## config.mk

```make
export PLATFORM = sky130hd
export DESIGN_NAME = i2c_addr_seq
export DESIGN_NICKNAME = d
export VERILOG_FILES = /design/src/rtl/i2c_seq_pkg.sv /design/src/rtl/i2c_qtick.sv /design/src/rtl/i2c_bit_engine.sv /design/src/rtl/i2c_addr_seq.sv
export SDC_FILE = /design/constraint.sdc
export NUM_CORES = 1
export LEC_CHECK = 0
export ABC_AREA = 1
export BUFFER_PORTS_ARGS = -buffer_cell sky130_fd_sc_hd__buf_2
export CORE_UTILIZATION = 63
export DETAILED_ROUTE_END_ITERATION = 16
export PLACE_DENSITY = 0.85
export REMOVE_ABC_BUFFERS = 1
export SLEW_MARGIN = 20
export SYNTH_ARGS = -nofsm -noshare
export SYNTH_HDL_FRONTEND = slang
export SYNTH_SLANG_ARGS = --single-unit
```

## constraint.sdc

```tcl
create_clock -name clk -period 2.8 [get_ports clk]
set_input_delay 0.14 -clock clk [delete_from_list [all_inputs] [get_ports clk]]
set_output_delay 0.14 -clock clk [all_outputs]
set_load 0.005 [all_outputs]
```

## src/rtl/i2c_seq_pkg.sv

```systemverilog
package i2c_seq_pkg;

  typedef enum logic [1:0] {CMD_START, CMD_STOP, CMD_BYTE} eng_cmd_t;
  typedef enum logic [1:0] {ITEM_START, ITEM_BYTE, ITEM_END} item_kind_t;

  typedef struct packed {
    item_kind_t kind;
    logic       has_dir;
    logic [7:0] value;
  } seq_item_t;

  // Line levels {scl, sda} for one quarter of a bit slot.
  function automatic logic [1:0] phase_lines(eng_cmd_t c, logic [1:0] ph, logic b);
    logic [1:0] r;
    case (c)
      CMD_START: case (ph)
                   2'd0: r = 2'b01;
                   2'd1: r = 2'b11;
                   2'd2: r = 2'b10;
                   default: r = 2'b00;
                 endcase
      CMD_STOP:  case (ph)
                   2'd0: r = 2'b00;
                   2'd1: r = 2'b10;
                   default: r = 2'b11;
                 endcase
      default:   r = {(ph == 2'd1 || ph == 2'd2), b};
    endcase
    return r;
  endfunction

  function automatic logic [7:0] ten_header(logic [9:0] a, logic dir);
    return {5'b11110, a[9:8], dir};
  endfunction

  // Address phase as an indexed list of bus items.
  function automatic seq_item_t addr_item(logic [2:0] step, logic ten, logic rd, logic [9:0] a);
    seq_item_t it;
    it = '{kind: ITEM_END, has_dir: 1'b0, value: 8'h00};
    if (step == 3'd0) it.kind = ITEM_START;
    else if (!ten) begin
      if (step == 3'd1) it = '{kind: ITEM_BYTE, has_dir: 1'b1, value: {a[6:0], rd}};
    end else begin
      case (step)
        3'd1: it = '{kind: ITEM_BYTE, has_dir: 1'b1, value: ten_header(a, 1'b0)};
        3'd2: it = '{kind: ITEM_BYTE, has_dir: 1'b0, value: a[7:0]};
        3'd3: if (rd) it.kind = ITEM_START;
        3'd4: if (rd) it = '{kind: ITEM_BYTE, has_dir: 1'b1, value: ten_header(a, 1'b1)};
        default: ;
      endcase
    end
    return it;
  endfunction

endpackage

```

## src/rtl/i2c_qtick.sv

```systemverilog
module i2c_qtick #(
  parameter int QDIV = 4
) (
  input  logic clk,
  input  logic rst_n,
  output logic tick
);
  localparam int CW = (QDIV > 1) ? $clog2(QDIV) : 1;
  localparam logic [CW-1:0] LAST = CW'(QDIV - 1);

  logic [CW-1:0] cnt;

  always_ff @(posedge clk or negedge rst_n) begin
    if (!rst_n) cnt <= '0;
    else if (cnt == LAST) cnt <= '0;
    else cnt <= cnt + 1'b1;
  end

  assign tick = (cnt == LAST);
endmodule

```

## src/rtl/i2c_bit_engine.sv

```systemverilog
module i2c_bit_engine
  import i2c_seq_pkg::*;
(
  input  logic       clk,
  input  logic       rst_n,
  input  logic       tick,
  input  logic       go,
  input  eng_cmd_t   cmd,
  input  logic [7:0] byte_in,
  input  logic       sda_i,
  output logic       busy,
  output logic       done,
  output logic       ack_ok,
  output logic       scl_o,
  output logic       sda_o,
  output eng_cmd_t   cur_cmd
);
  localparam logic [3:0] ACK_SLOT = 4'd8;

  logic [1:0] ph;
  logic [3:0] bitn;
  logic [7:0] sh;
  logic       last_slot, cur_val, nxt_val;

  assign last_slot = (cur_cmd == CMD_BYTE) ? (bitn == ACK_SLOT) : 1'b1;
  assign cur_val   = (bitn == ACK_SLOT) ? 1'b1 : sh[7];
  assign nxt_val   = (bitn == 4'd7) ? 1'b1 : sh[6];

  always_ff @(posedge clk or negedge rst_n) begin
    if (!rst_n) begin
      busy    <= 1'b0;
      done    <= 1'b0;
      ack_ok  <= 1'b0;
      cur_cmd <= CMD_STOP;
      ph      <= '0;
      bitn    <= '0;
      sh      <= '0;
      scl_o   <= 1'b1;
      sda_o   <= 1'b1;
    end else begin
      done <= 1'b0;
      if (go && !busy) begin
        busy           <= 1'b1;
        cur_cmd        <= cmd;
        ph             <= 2'd0;
        bitn           <= '0;
        sh             <= byte_in;
        {scl_o, sda_o} <= phase_lines(cmd, 2'd0, byte_in[7]);
      end else if (busy && tick) begin
        if (cur_cmd == CMD_BYTE && bitn == ACK_SLOT && ph == 2'd2) ack_ok <= !sda_i;
        if (ph == 2'd3) begin
          if (last_slot) begin
            busy <= 1'b0;
            done <= 1'b1;
          end else begin
            bitn           <= bitn + 4'd1;
            sh             <= {sh[6:0], 1'b0};
            ph             <= 2'd0;
            {scl_o, sda_o} <= phase_lines(cur_cmd, 2'd0, nxt_val);
          end
        end else begin
          ph             <= ph + 2'd1;
          {scl_o, sda_o} <= phase_lines(cur_cmd, ph + 2'd1, cur_val);
        end
      end
    end
  end
endmodule

```

## src/rtl/i2c_addr_seq.sv

```systemverilog
module i2c_addr_seq
  import i2c_seq_pkg::*;
#(
  parameter int QDIV = 4
) (
  input  logic       clk,
  input  logic       rst_n,
  input  logic       start_req,
  input  logic       addr_ten,
  input  logic       rd_req,
  input  logic [9:0] slv_addr,
  input  logic       hold_wr,
  input  logic [7:0] hold_data,
  input  logic       stop_req,
  input  logic       sda_i,
  output logic       scl_o,
  output logic       sda_o,
  output logic       busy,
  output logic       stalled,
  output logic       tx_mode,
  output logic       nack_err
);
  typedef enum logic [2:0] {
    S_IDLE, S_ISSUE, S_AWAIT, S_TXWAIT, S_TXBUSY, S_RXHOLD, S_ERRHOLD, S_STOPW
  } st_t;

  st_t        st;
  logic [2:0] step;
  logic [9:0] a_q;
  logic       ten_q, rd_q;
  logic [7:0] hold_q;
  logic       hold_full;
  seq_item_t  item;

  logic       qtick, eng_go, eng_busy, eng_done, eng_ack;
  eng_cmd_t   eng_cmd, eng_cur;
  logic [7:0] eng_byte;
  logic       in_txwait, take_hold, nack_now;

  assign item      = addr_item(step, ten_q, rd_q, a_q);
  assign in_txwait = (st == S_TXWAIT);
  assign take_hold = in_txwait && !stop_req && hold_full;
  assign nack_now  = eng_done && (eng_cur == CMD_BYTE) && !eng_ack;

  always_comb begin
    eng_go   = 1'b0;
    eng_cmd  = CMD_BYTE;
    eng_byte = item.value;
    case (st)
      S_ISSUE: if (item.kind != ITEM_END && !eng_busy) begin
        eng_go  = 1'b1;
        eng_cmd = (item.kind == ITEM_START) ? CMD_START : CMD_BYTE;
      end
      S_TXWAIT: if (stop_req) begin
        eng_go  = 1'b1;
        eng_cmd = CMD_STOP;
      end else if (hold_full) begin
        eng_go   = 1'b1;
        eng_byte = hold_q;
      end
      S_RXHOLD, S_ERRHOLD: if (stop_req) begin
        eng_go  = 1'b1;
        eng_cmd = CMD_STOP;
      end
      default: ;
    endcase
  end

  always_ff @(posedge clk or negedge rst_n) begin
    if (!rst_n) begin
      st        <= S_IDLE;
      step      <= '0;
      a_q       <= '0;
      ten_q     <= 1'b0;
      rd_q      <= 1'b0;
      hold_q    <= '0;
      hold_full <= 1'b0;
      tx_mode   <= 1'b0;
      nack_err  <= 1'b0;
    end else begin
      if (hold_wr) begin
        hold_q    <= hold_data;
        hold_full <= 1'b1;
      end else if (take_hold) begin
        hold_full <= 1'b0;
      end
      case (st)
        S_IDLE: if (start_req) begin
          a_q      <= slv_addr;
          ten_q    <= addr_ten;
          rd_q     <= rd_req;
          step     <= '0;
          nack_err <= 1'b0;
          st       <= S_ISSUE;
        end
        S_ISSUE:
          if (item.kind == ITEM_END) st <= rd_q ? S_RXHOLD : S_TXWAIT;
          else if (eng_go) st <= S_AWAIT;
        S_AWAIT: if (eng_done) begin
          if (nack_now) begin
            nack_err <= 1'b1;
            st       <= S_ERRHOLD;
          end else begin
            if (item.kind == ITEM_BYTE && item.has_dir) tx_mode <= !item.value[0];
            step <= step + 3'd1;
            st   <= S_ISSUE;
          end
        end
        S_TXWAIT: if (eng_go) st <= stop_req ? S_STOPW : S_TXBUSY;
        S_TXBUSY: if (eng_done) begin
          if (nack_now) begin
            nack_err <= 1'b1;
            st       <= S_ERRHOLD;
          end else st <= S_TXWAIT;
        end
        S_RXHOLD, S_ERRHOLD: if (stop_req) st <= S_STOPW;
        S_STOPW: if (eng_done) st <= S_IDLE;
        default: st <= S_IDLE;
      endcase
    end
  end

  assign busy    = (st != S_IDLE);
  assign stalled = (in_txwait && !hold_full) || (st == S_RXHOLD) || (st == S_ERRHOLD);

  i2c_qtick #(.QDIV(QDIV)) u_tick (
    .clk   (clk),
    .rst_n (rst_n),
    .tick  (qtick)
  );

  i2c_bit_engine u_eng (
    .clk     (clk),
    .rst_n   (rst_n),
    .tick    (qtick),
    .go      (eng_go),
    .cmd     (eng_cmd),
    .byte_in (eng_byte),
    .sda_i   (sda_i),
    .busy    (eng_busy),
    .done    (eng_done),
    .ack_ok  (eng_ack),
    .scl_o   (scl_o),
    .sda_o   (sda_o),
    .cur_cmd (eng_cur)
  );
endmodule

```

### Word-level counts from Yosys, hierarchy flattened

Index checks and enable logic that the tools add are counted.

* flip-flop bits (word level): 52
* input port bits: 26
* output and inout port bits: 6
* word-level logic and storage cells: 187

* add/subtract/negate cells: 4
* equal/unequal tests: 36
* multiplexer cells: 80
* bitwise operators: 2
* reductions and logical operators: 46

Operators with widths (count)
* 2-to-1 mux 8 bit: 7
* 2-to-1 mux 3 bit: 14
* 2-to-1 mux 11 bit: 3
* 2-to-1 mux 1 bit: 28
* one-hot mux 9 bit (3 select lines): 1
* 2-to-1 mux 2 bit: 11
* one-hot mux 3 bit (7 select lines): 1
* 2-to-1 mux 4 bit: 4
* == test 3 bit, second input constant: 5
* == test 2 bit, second input constant: 6
* == test 3 x 2 -> 1 bit, second input constant: 4
* inequality test 2 x 1 -> 1 bit, second input constant: 6
* one-hot mux 2 bit (2 select lines): 3
* one-hot mux 2 bit (3 select lines): 2
* AND reduction 4 bit: 3
* nonzero test 2 bit: 6
* logical AND 1 bit: 11
* inequality test 2 bit, second input constant: 5
* 2-to-1 mux 9 bit: 1
* AND reduction 3 bit: 3
* == test 2 x 1 -> 1 bit, second input constant: 4
* logical NOT 2 bit: 4
* AND reduction 7 bit: 1
* == test 3 x 1 -> 1 bit, second input constant: 2
* 18 further kinds: 33

### Logic depth before layout (Yosys ltp)

* word-level depth: 12
* mapped depth: 16
* depth with buffers taken out: 15

### Modules after synthesis

Synthesis repeated with hierarchy kept, for this count alone.

* cell total of the unflattened synthesis: 373
* area, all modules: 3072.9 µm²

By module, submodules not included
* i2c_addr_seq: instances 1, cells each 239, area an instance 1811.7 µm², sequential area each 725.7 µm²
* i2c_bit_engine: instances 1, cells each 130, area an instance 1194.9 µm², sequential area each 529.3 µm²
* i2c_qtick: instances 1, cells each 4, area an instance 66.3 µm², sequential area each 50.0 µm²

### Worst setup path before layout

No wires, ideal clock.

* path kind: reg2reg
* start point: register step[0]
* end point: register u_eng.bitn[0]
* library setup time: 0.129 ns
* arrival: 1.726 ns
* required time: 2.671 ns
* slack: 0.945 ns
* stages on the path, launching flop included: 14
* buffers on the path: 1
* period minus slack after synthesis: 1.855 ns
* cells stage by stage: dfrtp_1 -> ha_1 -> ha_1 -> a21oi_1 -> nand2_1 -> nand3_1 -> nand2_1 -> nand3_2 -> nand2_2 -> nand2_2 -> nand2_4 -> o31ai_2 -> buf_6 -> mux2i_4

* longest elaborated chain between the ends: 12
* elaborated cells between the ends (all ways): 20
* classes of those cells: eq/ne: 6; mux: 7; reduce/logical: 7

Ends and longest elaborated chain
* start, declared: line i2c_addr_seq.sv:28 `logic [2:0] step;`
* start signal, assigned: line i2c_addr_seq.sv:105 `step <= step + 3'd1;`
* == test 3 x 1 -> 1 bit / == test 3 x 2 -> 1 bit (equally long branches): line i2c_seq_pkg.sv:42, i2c_seq_pkg.sv:44
* OR reduction 2 bit (no line)
* one-hot mux 2 bit (3 select lines): line i2c_seq_pkg.sv:44 `case (step)`
* 2-to-1 mux 11 bit: line i2c_seq_pkg.sv:41 `else if (!ten) begin`
* 2-to-1 mux 2 bit *: line i2c_seq_pkg.sv:40 `if (step == 3'd0) it.kind = ITEM_START;`
* inequality test 2 bit *: line i2c_addr_seq.sv:50 `S_ISSUE: if (item.kind != ITEM_END && !eng_busy) begin`
* logical AND 1 bit *: line i2c_addr_seq.sv:50
* 2-to-1 mux 1 bit *: line i2c_addr_seq.sv:50
* one-hot mux 1 bit (3 select lines) *: line i2c_addr_seq.sv:49 `case (st)`
* logical AND 1 bit *: line i2c_bit_engine.sv:42 `if (go && !busy) begin`
* inequality test 2 bit (no line) / nonzero test 2 bit (equally long branches)
* AND reduction 3 bit (no line)
* end signal, assigned: line i2c_bit_engine.sv:56 `bitn <= bitn + 4'd1;`
* end, declared: line i2c_bit_engine.sv:21 `logic [3:0] bitn;`

Every way passes the cells marked *; elsewhere a longest branch is shown, timed or not.
A chain may end at the register's enable or synchronous reset.

### Final worst setup path

* start point: register step[0]
* end point: register u_eng.sh[7]

* longest elaborated chain between the ends: 12
* elaborated cells between the ends (all ways): 25
* classes of those cells: eq/ne: 6; mux: 12; reduce/logical: 7

Ends and longest elaborated chain
* == test 3 x 1 -> 1 bit / == test 3 x 2 -> 1 bit (equally long branches): line i2c_seq_pkg.sv:42, i2c_seq_pkg.sv:44
* OR reduction 2 bit (no line)
* one-hot mux 2 bit (3 select lines): line i2c_seq_pkg.sv:44
* 2-to-1 mux 11 bit: line i2c_seq_pkg.sv:41
* 2-to-1 mux 2 bit: line i2c_seq_pkg.sv:40
* inequality test 2 bit: line i2c_addr_seq.sv:50
* logical AND 1 bit: line i2c_addr_seq.sv:50
* 2-to-1 mux 1 bit: line i2c_addr_seq.sv:50
* one-hot mux 1 bit (3 select lines): line i2c_addr_seq.sv:49
* logical AND 1 bit: line i2c_bit_engine.sv:42
* inequality test 2 bit (no line) / nonzero test 2 bit (equally long branches)
* AND reduction 3 bit (no line)
* end signal, assigned: line i2c_bit_engine.sv:47 `sh <= byte_in;`
* end signal, assigned: line i2c_bit_engine.sv:57 `sh <= {sh[6:0], 1'b0};`
* end, declared: line i2c_bit_engine.sv:22 `logic [7:0] sh;`

Parallel ways exist; a longest one is shown, timed or not.

==> results.md <==
* Outcome: complete, no violations
* Vias in the first global route at 2563
* Area Growth Syn to Fin at 9.65%
* # nets final at 469
* Maxcap violations at 0
* Initial Utilization at 65.5%
* Post-CTS setup buffers at 0
* Static Leak at 1.74 nW
* Peak supply drop at 0.000512 V
* Share of layout cells above drive strength 1 at 19.6%
* Synth Warn # at 0
* CTS sink count at 52
* Ranking of synthesized cells by area: dfrtp_1 (40%), nand2_1 (15%), inv_1 (6.5%)
* Die area at 5160 µm²
* CTS tree: done
* IO Count at 32
* Clk slew on worst S/H paths at 0.09 ns
* Post-Syn Area at 3070 µm²
* Drt drc at 0
* CTS H-Tree Depth at 2
* Post-route setup TNS at 0 ns
* HP Class: in -> reg
* Pre-antenna DRT Iters at 4
* Tot GR Track Use at 26.9%
* Compound-gate portion of the synthesized area at 14.6%
* CP Max Fanout at 21
* Most frequent cells in the layout: nand2_1 (120), inv_1 (53), dfrtp_1 (49), o21ai_0 (34), buf_2 (30)
* Clock Tree Buf Depth at 2
* Worst EP required at 2.99 ns
* Setup-failing EPs final at 0
* Critical path type: reg -> reg
* Dpl hpwl at 4750 µm
* Cts repair resizes at 0
* Core ar. at 4690 µm²
* Commonest non-fill, non-tap cell in the layout: nand2_1
* Multiplexer share of the synthesized area at 1.43%
* Clock latency on the worst-skew pair at 0.31 ns
* Final GP Congestion at 0.903
* Drt total wl at 6410 µm
* Power Total at 0.00315 W
* Tightest Pin Transition at 0.627 ns
* Clock root buffer: clkbuf_8
* Ant diodes at 0
* Synthesized-area fraction occupied by adder cells at 4.48%
* Area leader, netlist: dfrtp_1
* Via count at 2643
* Worst EP arrival at 2.42 ns
* CP Launch Type: flip-flop
* # port buffers at 31
* XOR/XNOR Fraction of Synth Area at 0.855%
* Synthesized flop and latch total at 52
* Final min period at 2.23 ns
* Synthesized netlist cell count at 398
* P per Cell Area at 934 nW/µm²
* Synth unique cells at 37
* Hold Violations, Final at 0
* Largest net degree at the start of global routing at 52
* Vias per Instance at 5.43
* Initial antenna violation count at 0
* Grt ovf at 0
* Final Skew at 0.0101 ns
* Fmax at 0.449 GHz
* Initial DRC count at 204
* Routed len/inst at 13.2 µm
* Avg Cell Area, Syn at 7.72 µm²
* Relative slew slack at 58.2%
* RSZ-0062 raised after global routing: no
* Die height at 71.8 µm
* Die width at 71.8 µm
* Max-slew violations at 0
* Largest family of logic cells by synthesized area: simple AND/OR/NAND/NOR gates
* Sequential area share after synthesis at 42.5%
* Synth Area in Simple Gates at 26.8%
* Core Rows at 25
* Total CTS buffers at 5
* First-pass GRT wire length at 10800 µm
* Final period util at 79.5%
* Critical path endpoint category: flip-flop
* Hold Slack at 0.0299 ns
* Share of the synthesized area in the top cell type at 39.9%
* Post-route ant nets at 0
-- stage by stage --
step	cell area (µm²)	util [%]	setup slack (ns)	cells
2_1_floorplan	3010	-	0.441	390
3_3_place_gp	3270	69.7	0.717	478
3_5_place_dp	3270	69.7	0.610	478
4_1_cts	3370	71.8	0.588	487
5_1_grt	3370	71.8	0.384	487
6_report	3370	71.8	0.573	487
-- worst paths after layout --
| check | slack, ns | end | start | cells after the start |
|---|---|---|---|---|
| max in group asynchronous | 1.83 | u_eng.sda_o$_DFFE_PN1P_ | rst_n | 3 |
| hold reg to reg | 0.43 | u_tick.cnt[0]$_DFF_PN0_ | u_tick.cnt[0]$_DFF_PN0_ | 1 |
| setup / recovery | 0.57 | u_eng.sh[7]$_DFFE_PN0P_ | step[0]$_DFFE_PN0P_ | 13 |
| setup reg to reg | 0.57 | u_eng.sh[7]$_DFFE_PN0P_ | step[0]$_DFFE_PN0P_ | 13 |
| min in group asynchronous | 0.39 | u_eng.bitn[2]$_DFFE_PN0P_ | rst_n | 2 |
| hold / removal | 0.03 | a_q[2]$_DFFE_PN0P_ | slv_addr[2] | 3 |
-- power by group --
part	internal, W	leakage (nW)	switching (W)	total [W]
clock network	0.000175	0.0479	0.000256	0.000431
registers	0.00101	0.653	0.000229	0.00123
logic	0.000534	1.04	0.000947	0.00148
total	0.00171	1.74	0.00143	0.00315
-- cell usage after synthesis (all sizes together) --
cell    number
nand2      129
inv         61
o21ai       50
dfrtp       49
nand3       27
nor2        22
ha          11
a21oi        7
nor3         6
buf          5
o22ai        5
nand4        4
a211oi       3
clkbuf       3
dfstp        3
o211ai       3
mux2i        2
xnor2        2
mux2         1
nand3b       1
o21bai       1
o221a        1
o31ai        1
xor2         1
-- repair_timing --
action	in CTS	in global routing
hold buffers	1	0
endpoints found under the hold margin	49	0
setup endpoints to repair	0	0
-- layer usage --
metal / global-route usage [%] / routed length [µm] / part of all wire (%) / vias up
li1: - / - / - / 1337
met1: 34.6 / 2920 / 46 / 1234
met2: 46.5 / 3130 / 49 / 58
met3: 3.80 / 242 / 3.8 / 14
met4: 9.59 / 114 / 1.8 / 0
met5: 0 / 0 / 0 / -
-- worst max-delay path, cell delays in order, from the launching register on --
cell and delay (ns):
dfrtp_1 0.43, inv_1 0.09, ha_1 0.25, nand3_1 0.12, nand2_1 0.10, o21ai_2 0.18
nand3_2 0.12, nand2_2 0.11, nand2_2 0.08, nand2_4 0.15, o31ai_4 0.09, buf_4 0.22
nand2_1 0.12, o21ai_2 0.06
-- registers in the layout (all words and copies together) (netlist names), 2 cells and up --
register	flops
u_eng.bitn	4
u_eng.cur_cmd	2
u_eng.ph	2
u_eng.sh	8
step	3
hold_q	8
a_q	10
u_tick.cnt	2
st	3
-- kinds of logic after synthesis --
kind of cell               Yosys count
AOI/OAI and AO/OA                   71
xor gates and xnor gates             3
adders and majority gates           11
buffers and inverters               69
DFF                                 52
muxes                                3
and+or+nand+nor                    189
-- area by class of cell --
cell class,instances,area [µm²]
clock buffers,5,68.8
flip-flops and latches,52,1310
clock inverters,3,18.8
fillers,398,1320
multi-input cells,277,1490
inverters,61,229
repair buffers,35,190
well taps,54,67.6
No activity file was read; power rests on OpenSTA's default activity.
